--- config.mk ---
export PLATFORM = sky130hd
export DESIGN_NAME = cyc_steal_dma
export DESIGN_NICKNAME = d
export VERILOG_FILES = /design/src/rtl/dma_pkg.sv /design/src/rtl/dma_ctrl.sv /design/src/rtl/dma_hold.sv /design/src/rtl/cyc_steal_dma.sv
export SDC_FILE = /design/constraint.sdc
export NUM_CORES = 1
export LEC_CHECK = 0
export BUFFER_PORTS_ARGS = -buffer_cell sky130_fd_sc_hd__buf_2
export CAP_MARGIN = 20
export CELL_PAD_IN_SITES_DETAIL_PLACEMENT = 1
export CELL_PAD_IN_SITES_GLOBAL_PLACEMENT = 1
export CORE_MARGIN = 8
export CORE_UTILIZATION = 30
export DETAILED_ROUTE_END_ITERATION = 8
export HOLD_SLACK_MARGIN = 0.06
export PLACE_DENSITY = 0.78
export SLEW_MARGIN = 40
export SYNTH_ARGS = -nofsm -noshare
export SYNTH_HDL_FRONTEND = slang
export SYNTH_SLANG_ARGS = --single-unit
--- constraint.sdc ---
create_clock -name clk -period 1.7 [get_ports clk]
set_clock_uncertainty 0.2 [all_clocks]
set_input_delay 0.085 -clock clk [delete_from_list [all_inputs] [get_ports clk]]
set_output_delay 0.085 -clock clk [all_outputs]
set_load 0.02 [all_outputs]
--- src/rtl/dma_pkg.sv ---
package dma_pkg;

    localparam int BYTE_W = 8;

    typedef logic [BYTE_W-1:0] byte_t;

    typedef enum logic [1:0] {
        SEL_ADDR     = 2'd0,
        SEL_COUNT    = 2'd1,
        SEL_GO       = 2'd2,
        SEL_ACK_DONE = 2'd3
    } cfg_sel_e;

    typedef struct packed {
        logic  full;
        byte_t data;
    } hold_t;

    function automatic logic is_last_unit(input logic [31:0] remaining);
        return remaining == 32'd1;
    endfunction

endpackage

--- src/rtl/dma_ctrl.sv ---
module dma_ctrl
    import dma_pkg::*;
#(
    parameter int ADDR_W = 16,
    parameter int CNT_W  = 12
) (
    input  logic              clk,
    input  logic              rst,
    input  logic              cfg_we,
    input  logic [1:0]        cfg_sel,
    input  logic [ADDR_W-1:0] cfg_wdata,
    input  logic              fire,
    output logic [ADDR_W-1:0] addr,
    output logic [CNT_W-1:0]  cnt,
    output logic              busy,
    output logic              done
);

    localparam logic [ADDR_W-1:0] ADDR_STEP = ADDR_W'(1);
    localparam logic [CNT_W-1:0]  CNT_STEP  = CNT_W'(1);

    logic     idle_wr;
    cfg_sel_e sel;

    assign idle_wr = cfg_we && !busy;
    assign sel     = cfg_sel_e'(cfg_sel);

    always_ff @(posedge clk) begin
        if (rst) begin
            addr <= '0;
            cnt  <= '0;
            busy <= 1'b0;
            done <= 1'b0;
        end else if (busy) begin
            if (fire) begin
                addr <= addr + ADDR_STEP;
                cnt  <= cnt - CNT_STEP;
                if (is_last_unit(32'(cnt))) begin
                    busy <= 1'b0;
                    done <= 1'b1;
                end
            end
        end else if (idle_wr) begin
            case (sel)
                SEL_ADDR:  addr <= cfg_wdata;
                SEL_COUNT: cnt  <= cfg_wdata[CNT_W-1:0];
                SEL_GO: begin
                    if (cnt == '0) begin
                        done <= 1'b1;
                    end else begin
                        done <= 1'b0;
                        busy <= 1'b1;
                    end
                end
                default:   done <= 1'b0;
            endcase
        end
    end


    last_write_done_chk: assert property (@(posedge clk) disable iff (rst)
        (busy && fire && cnt == CNT_STEP) |=> (done && !busy));


    addr_step_chk: assert property (@(posedge clk) disable iff (rst)
        (busy && fire) |=> (addr == $past(addr) + ADDR_STEP && cnt == $past(cnt) - CNT_STEP));


    busy_write_ignored_chk: assert property (@(posedge clk) disable iff (rst)
        (busy && cfg_we && !fire) |=> (addr == $past(addr) && cnt == $past(cnt) && busy));


    busy_done_excl_chk: assert property (@(posedge clk) disable iff (rst)
        !(busy && done));

endmodule

--- src/rtl/dma_hold.sv ---
module dma_hold
    import dma_pkg::*;
(
    input  logic  clk,
    input  logic  rst,
    input  logic  take,
    input  byte_t take_data,
    input  logic  drain,
    output hold_t slot
);

    always_ff @(posedge clk) begin
        if (rst) begin
            slot <= '0;
        end else if (take) begin
            slot.full <= 1'b1;
            slot.data <= take_data;
        end else if (drain) begin
            slot.full <= 1'b0;
        end
    end


    held_byte_stable_chk: assert property (@(posedge clk) disable iff (rst)
        (slot.full && !drain) |=> (slot.full && $stable(slot.data)));


    no_take_when_full_chk: assert property (@(posedge clk) disable iff (rst)
        slot.full |-> !take);

endmodule

--- src/rtl/cyc_steal_dma.sv ---
module cyc_steal_dma
    import dma_pkg::*;
#(
    parameter int ADDR_W = 16,
    parameter int CNT_W  = 12
) (
    input  logic              clk,
    input  logic              rst,
    input  logic              cfg_we,
    input  logic [1:0]        cfg_sel,
    input  logic [ADDR_W-1:0] cfg_wdata,
    output logic              stat_busy,
    output logic              stat_done,
    output logic [ADDR_W-1:0] stat_addr,
    output logic [CNT_W-1:0]  stat_count,
    input  logic              dev_valid,
    input  logic [7:0]        dev_data,
    output logic              dev_ack,
    output logic              mem_req,
    input  logic              mem_gnt,
    output logic [ADDR_W-1:0] mem_addr,
    output logic [7:0]        mem_wdata
);

    logic  busy, done, take, fire;
    logic [ADDR_W-1:0] addr;
    logic [CNT_W-1:0]  cnt;
    hold_t slot;

    assign dev_ack = busy && !slot.full;
    assign take    = dev_valid && dev_ack;
    assign fire    = slot.full && mem_gnt;

    dma_ctrl #(.ADDR_W(ADDR_W), .CNT_W(CNT_W)) u_ctrl (
        .clk       (clk),
        .rst       (rst),
        .cfg_we    (cfg_we),
        .cfg_sel   (cfg_sel),
        .cfg_wdata (cfg_wdata),
        .fire      (fire),
        .addr      (addr),
        .cnt       (cnt),
        .busy      (busy),
        .done      (done)
    );

    dma_hold u_hold (
        .clk       (clk),
        .rst       (rst),
        .take      (take),
        .take_data (dev_data),
        .drain     (fire),
        .slot      (slot)
    );

    assign mem_req    = slot.full;
    assign mem_addr   = addr;
    assign mem_wdata  = slot.data;
    assign stat_busy  = busy;
    assign stat_done  = done;
    assign stat_addr  = addr;
    assign stat_count = cnt;


    req_blocks_ack_chk: assert property (@(posedge clk) disable iff (rst)
        mem_req |-> !dev_ack);


    req_only_busy_chk: assert property (@(posedge clk) disable iff (rst)
        mem_req |-> stat_busy);


    done_hold_chk: assert property (@(posedge clk) disable iff (rst)
        (stat_done && !(cfg_we && (cfg_sel == 2'd3 || cfg_sel == 2'd2))) |=> stat_done);

endmodule

### Word-level counts from Yosys, hierarchy flattened

Cells that the tools add are included.

| storage, ports and cells | value |
|---|---|
| register bits after elaboration | 39 |
| output and inout port bits | 56 |

| operators by class | value |
|---|---|
| add/sub/neg operators | 2 |
| equal/unequal tests | 6 |
| multiplexer cells | 22 |
| reduce and logical (&&, ||, !) cells | 16 |

Operator list:

| cell | number |
|---|---|
| $mux 16 | 4 |
| $mux 12 | 4 |
| $add 16x1->16 const B | 1 |
| $mux 1 | 13 |
| $eq 12x1->1 const B | 1 |
| $logic_not 12->1 | 1 |
| $sub 12x1->12 const B | 1 |
| $reduce_bool 2->1 | 4 |
| $reduce_and 3->1 | 2 |
| $logic_and 1x1->1 | 4 |
| $ne 2x2->1 const B | 2 |
| $reduce_and 4->1 | 1 |
| $eq 2x1->1 const B | 1 |
| $eq 2x2->1 const B | 1 |
| $logic_not 1->1 | 2 |
| $logic_not 2->1 | 1 |
| $ne 2x1->1 const B | 1 |
| $pmux 1 s2 | 1 |
| $reduce_or 2->1 | 1 |

### Longest topological paths before layout

| logic depth | value |
|---|---|
| depth in word-level cells | 5 |
| depth in mapped cells | 7 |
| depth with buffers taken out | 6 |

### By module

From an unflattened synthesis, not the netlist that was laid out.

| unflattened totals | value |
|---|---|
| cell total of the unflattened synthesis | 298 |
| area total of the unflattened synthesis | 2407.3 um^2 |

By module, submodules not included:

| module | instances | cells each | area each (um^2) |
|---|---|---|---|
| dma_ctrl | 1 | 249 | 1939.4 |
| dma_hold | 1 | 30 | 321.6 |
| cyc_steal_dma | 1 | 19 | 146.4 |

### Worst setup path before layout

Ideal clock, no wire load.

| timing path | value |
|---|---|
| path type | reg-to-reg |
| start | register u_ctrl.addr[0] |
| end | register u_ctrl.addr[12] |
| arrival time | 1.725 ns |
| required time | 1.426 ns |
| path slack | -0.299 ns |
| cell stages (with the launch flop) | 6 |
| clock period less this slack | 1.999 ns |
| cells stage by stage | dfxtp_1 > ha_1 > nand3_1 > nor4_1 > mux2_2 > a31oi_1 |

| on the way | value |
|---|---|
| cells in the longest elaborated chain, start to end | 3 |

Ends and longest elaborated chain:

| element | line | source |
|---|---|---|
| start, declared | dma_ctrl.sv:13 | `output logic [ADDR_W-1:0] addr,` |
| start signal, assigned | dma_ctrl.sv:36 | `addr <= addr + ADDR_STEP;` |
| start signal, assigned | dma_ctrl.sv:45 | `SEL_ADDR: addr <= cfg_wdata;` |
| $add 16x1->16 | dma_ctrl.sv:36 |  |
| $mux 16 | dma_ctrl.sv:35 | `if (fire) begin` |
| $mux 16 | dma_ctrl.sv:34 | `end else if (busy) begin` |

Every way passes these cells. The select of a mux whose other input is x is not followed.
A chain may end at the register's enable or synchronous reset.

### Worst setup path after layout

| timing path | value |
|---|---|
| start | register u_ctrl.cnt[1] |
| end | register u_ctrl.cnt[9] |

| on the way | value |
|---|---|
| cells in the longest elaborated chain, start to end | 3 |

Ends and longest elaborated chain:

| element | line | source |
|---|---|---|
| start, declared | dma_ctrl.sv:14 | `output logic [CNT_W-1:0] cnt,` |
| start signal, assigned | dma_ctrl.sv:37 | `cnt <= cnt - CNT_STEP;` |
| start signal, assigned | dma_ctrl.sv:46 | `SEL_COUNT: cnt <= cfg_wdata[CNT_W-1:0];` |
| $sub 12x1->12 | dma_ctrl.sv:37 |  |
| $mux 12 | dma_ctrl.sv:35 |  |
| $mux 12 | dma_ctrl.sv:34 |  |

Every way passes these cells. The select of a mux whose other input is x is not followed.

==> results by group <==
Global routing
  – Residual overflow from global routing: 0
  – Global-route wire length before repair: 15350 microns
  – Largest net degree at the start of global routing: 23
  – Number of global-route vias before repair: between 3000 and 4000
  – Number of antenna violations at the first check in global routing: 0
  – Total GRT Usage: about 16%

Die
  – Total number of placement rows: 33
  – Area of the core: about 8100 sq um
  – Initial cell density of the core: ~30%
  – Number of top-level pins: 87
  – Total die area: 11310 sq um
  – Chip height: around 110 microns
  – Horiz. Die Dim: 106.4 microns

Yosys
  – Top cell type by total area after synthesis: dfxtp_1
  – Average size of a mapped cell: 7.903 sq um
  – Cell types with the highest counts after synthesis: dfxtp_1 (39), a21oi_1 (35), nand2_1 (28), o21ai_0 (26), nand3_1 (20)
  – Synthesized instance count: between 300 and 400
  – Number of flops mapped to enable cells by yosys: 0
  – Yosys Warn Count: 0
  – Number of distinct library cells after synthesis: 50
  – Number of flip-flops and latches in the synthesized netlist: 39
  – Ranking of synthesized cells by area: dfxtp_1 (32%), a21oi_1 (7.2%), buf_4 (5.5%), o21ai_0 (5.3%), nand2_1 (4.3%)
  – Sequential cell area fraction in the yosys report: 31.87%
  – Ys async rst share: 0%
  – Net count after synthesis: approximately 350
  – Cell area after synthesis: roughly 2400 sq um
  – Most repeated cell in the gate-level netlist after synthesis: dfxtp_1
  – Portion of synthesized cell area occupied by the leading cell type: 31.87%
  – Synth Flop Type: dfxtp_1

Drt
  – Count of vias placed by the detailed router: around 3000
  – Average via count per standard cell: roughly 5.4
  – Number of nets with antenna violations after detailed routing: 0
  – DRC viols: 0
  – WL/cell: 18.25 microns
  – Number of violations reported at the end of detailed-routing iteration 0: about 130
  – Final routed wirelength across all metal layers: between 10000 and 15000 microns
  – Total iterations of the first detailed-routing run: 4

Setup path
  – Slowest cell on the critical path: nor4_4
  – Critical path, cell by cell: buf_4, nor4_4, buf_4, nand3_1, a21oi_1, o221a_2
  – Cell family contributing the most delay on the critical path: simple AND/OR/NAND/NOR gates
  – Kind of launch point of the worst setup path: register
  – Crit. End Element: register
  – Required time reported for the critical path endpoint: between 1500 and 2000 ps
  – Peak fanout along the critical path: 5
  – CP most frequent cell: buf_4
  – Crit-path max cell delay: between 300 and 400 ps
  – WS Path Type: register to register
  – Data arrival time of the worst path: ~1800 ps
  – Number of buffers and inverters on the critical path: 2

STA
  – RSZ-0062 raised after global routing: yes
  – Number of slew-limit violations in the final report: 0
  – Fraction of the cycle the final worst path needs: 100.7%
  – Final critical path time including I/O delays and setup: approximately 1700 ps
  – Slew HR: between 60 and 70%
  – Peak clock frequency supported by timing: 583.9 MHz
  – Final Hold Violating Endpoints: 0
  – Slew of the pin with the lowest slew margin: roughly 560 ps
  – Final WS setup: -12.55 ps
  – Final number of setup-violating endpoints: 2

Outcome
  – Result of the run: finished, violations left
  – Violated checks: negative setup slack

Pwr
  – Max IR drop VDD: roughly 0.38 mV
  – Power per standard cell area: ~610 nW/um^2
  – Leakage power figure: approximately 1.6 nW

Finish
  – Final Core Density: a little under half
  – Area added between synthesis and finish: 55.36%
  – Share of final-layout standard cells stronger than drive strength 1: 47.44%
  – Final nets: roughly 480
  – Filler cells: 1007
  – Sequential cell area: 817.0 sq um
  – Multi-input logic area: approximately 1600 sq um
  – Ant diodes: 0

Clock tree
  – Maximum level of the CTS H-tree: 2
  – Buffer levels on the longest clock path: 2
  – Clock root buffer: clkbuf_8
  – CTS tree: yes
  – Clock latency reported for the late side of the worst-skew pair: a little under 300 ps
  – Number of buffers created by CTS: 5
  – Post-CTS clock slew at the launch and capture registers of the worst setup and hold paths: 80 ps
  – Total number of clock tree sinks: 39

Flow run
  – Max Cap Violations: 0

Placement
  – DPL Wire Length: between 7000 and 8000 microns
  – GPL Wtd Cong: roughly 0.85
  – Quantity of I/O buffers inserted on ports: 86
  – Placement Setup Slack: -46.82 ps

Hold path
  – Min-delay worst type: input port to register
path summary, 6_finish.rpt:
path / cells past startpoint / startpoint / end / slack [ps]
max: 6 / u_ctrl.cnt[1] / u_ctrl.cnt[9] / -10
min: 4 / cfg_wdata[7] / u_ctrl.addr[7] / 90
max reg2reg: 6 / u_ctrl.cnt[1] / u_ctrl.cnt[9] / -10
min reg2reg: 2 / u_hold.slot[3] / u_hold.slot[3] / 260
worst min-delay path: cells and delay by family:
kind / cells / cell delay, ps
buffers and inverters: 1 / 100
AOI/OAI and AO/OA: 2 / 220
and+or+nand+nor: 1 / 140
cell families (layout without fill, tap and decap cells):
family	count (synthesis)	after routing	synth area share, %
buf+inv	42	181	10.37
simple gates	123	123	29.21
mux	5	5	2.247
fa+ha+maj	4	4	2.043
flops	39	39	31.87
compound gates	97	97	24.26
timing repair:
item                                    CTS  global route
pin swaps                                 0            13
endpoints found under the setup margin   11            29
cloned                                    0             2
endpoints found under the hold margin    27             0
hold buffers                             23             0
resized for setup                         9            39
buffers inserted                          1             6
stage by stage:
step / setup TNS (ps) / area, sq um / total power, mW / hold WS, ps / std cells
after floorplan: 0 / 2495 / 1.338 / -19.45 / 310
after global placement: 0 / 3234 / 1.553 / 137.7 / 515
after detailed placement: -98.83 / 3234 / 1.571 / 146.1 / 515
after CTS: -8.761 / 3590 / 2.289 / 77.80 / 546
after global routing: -479.2 / 3806 / 2.429 / 101.6 / 554
final: -22.58 / 3806 / 2.320 / 85.32 / 554
flip-flops by register name, indices dropped and copies added (netlist names):
name         count
u_ctrl.busy      1
u_hold.slot      9
u_ctrl.done      1
u_ctrl.addr     16
u_ctrl.cnt      12
layout by cell type (no fill, tap or decap), types with 5 or more instances in the layout:
cell type,count
buf_2,86
buf_4,50
a21oi_1,35
nand2_1,27
dlygate4sd3_1,23
o21ai_0,22
dfxtp_1,20
nand3_1,17
dfxtp_2,14
nor2_1,12
a31oi_1,8
nor2b_1,7
inv_1,6
a211oi_1,6
nand3b_1,6
clkbuf_8,6
nor3_1,5
nand4_1,5
nor4_1,5
dfxtp_4,5
layer usage:
metal / track usage, % / up-vias / wire (microns)
met4: 4.322 / 0 / 108
met2: 30.03 / 86 / 5276
met3: 5.989 / 11 / 724
met1: 17.44 / 1466 / 4003
met5: 0 / - / 0
li1: - / 1406 / -
area by class of cell:
cell class | instances | share of cell area [%]
Multi-Input combinational cell | 229 | 41.39
Timing Repair Buffer | 167 | 30.64
Sequential cell | 39 | 21.47
Tap cell | 105 | 3.452
Clock buffer | 6 | 2.170
Inverter | 7 | 0.7561
Clock inverter | 1 | 0.1315
where the power goes:
group | switching (mW) | leakage, nW | total, mW | internal (mW)
clock network | 0.345 | 0.0470 | 0.664 | 0.319
logic | 0.349 | 1.23 | 0.656 | 0.307
registers | 0.0507 | 0.327 | 0.999 | 0.948
Note: power is estimated with default switching activity, not from simulation.
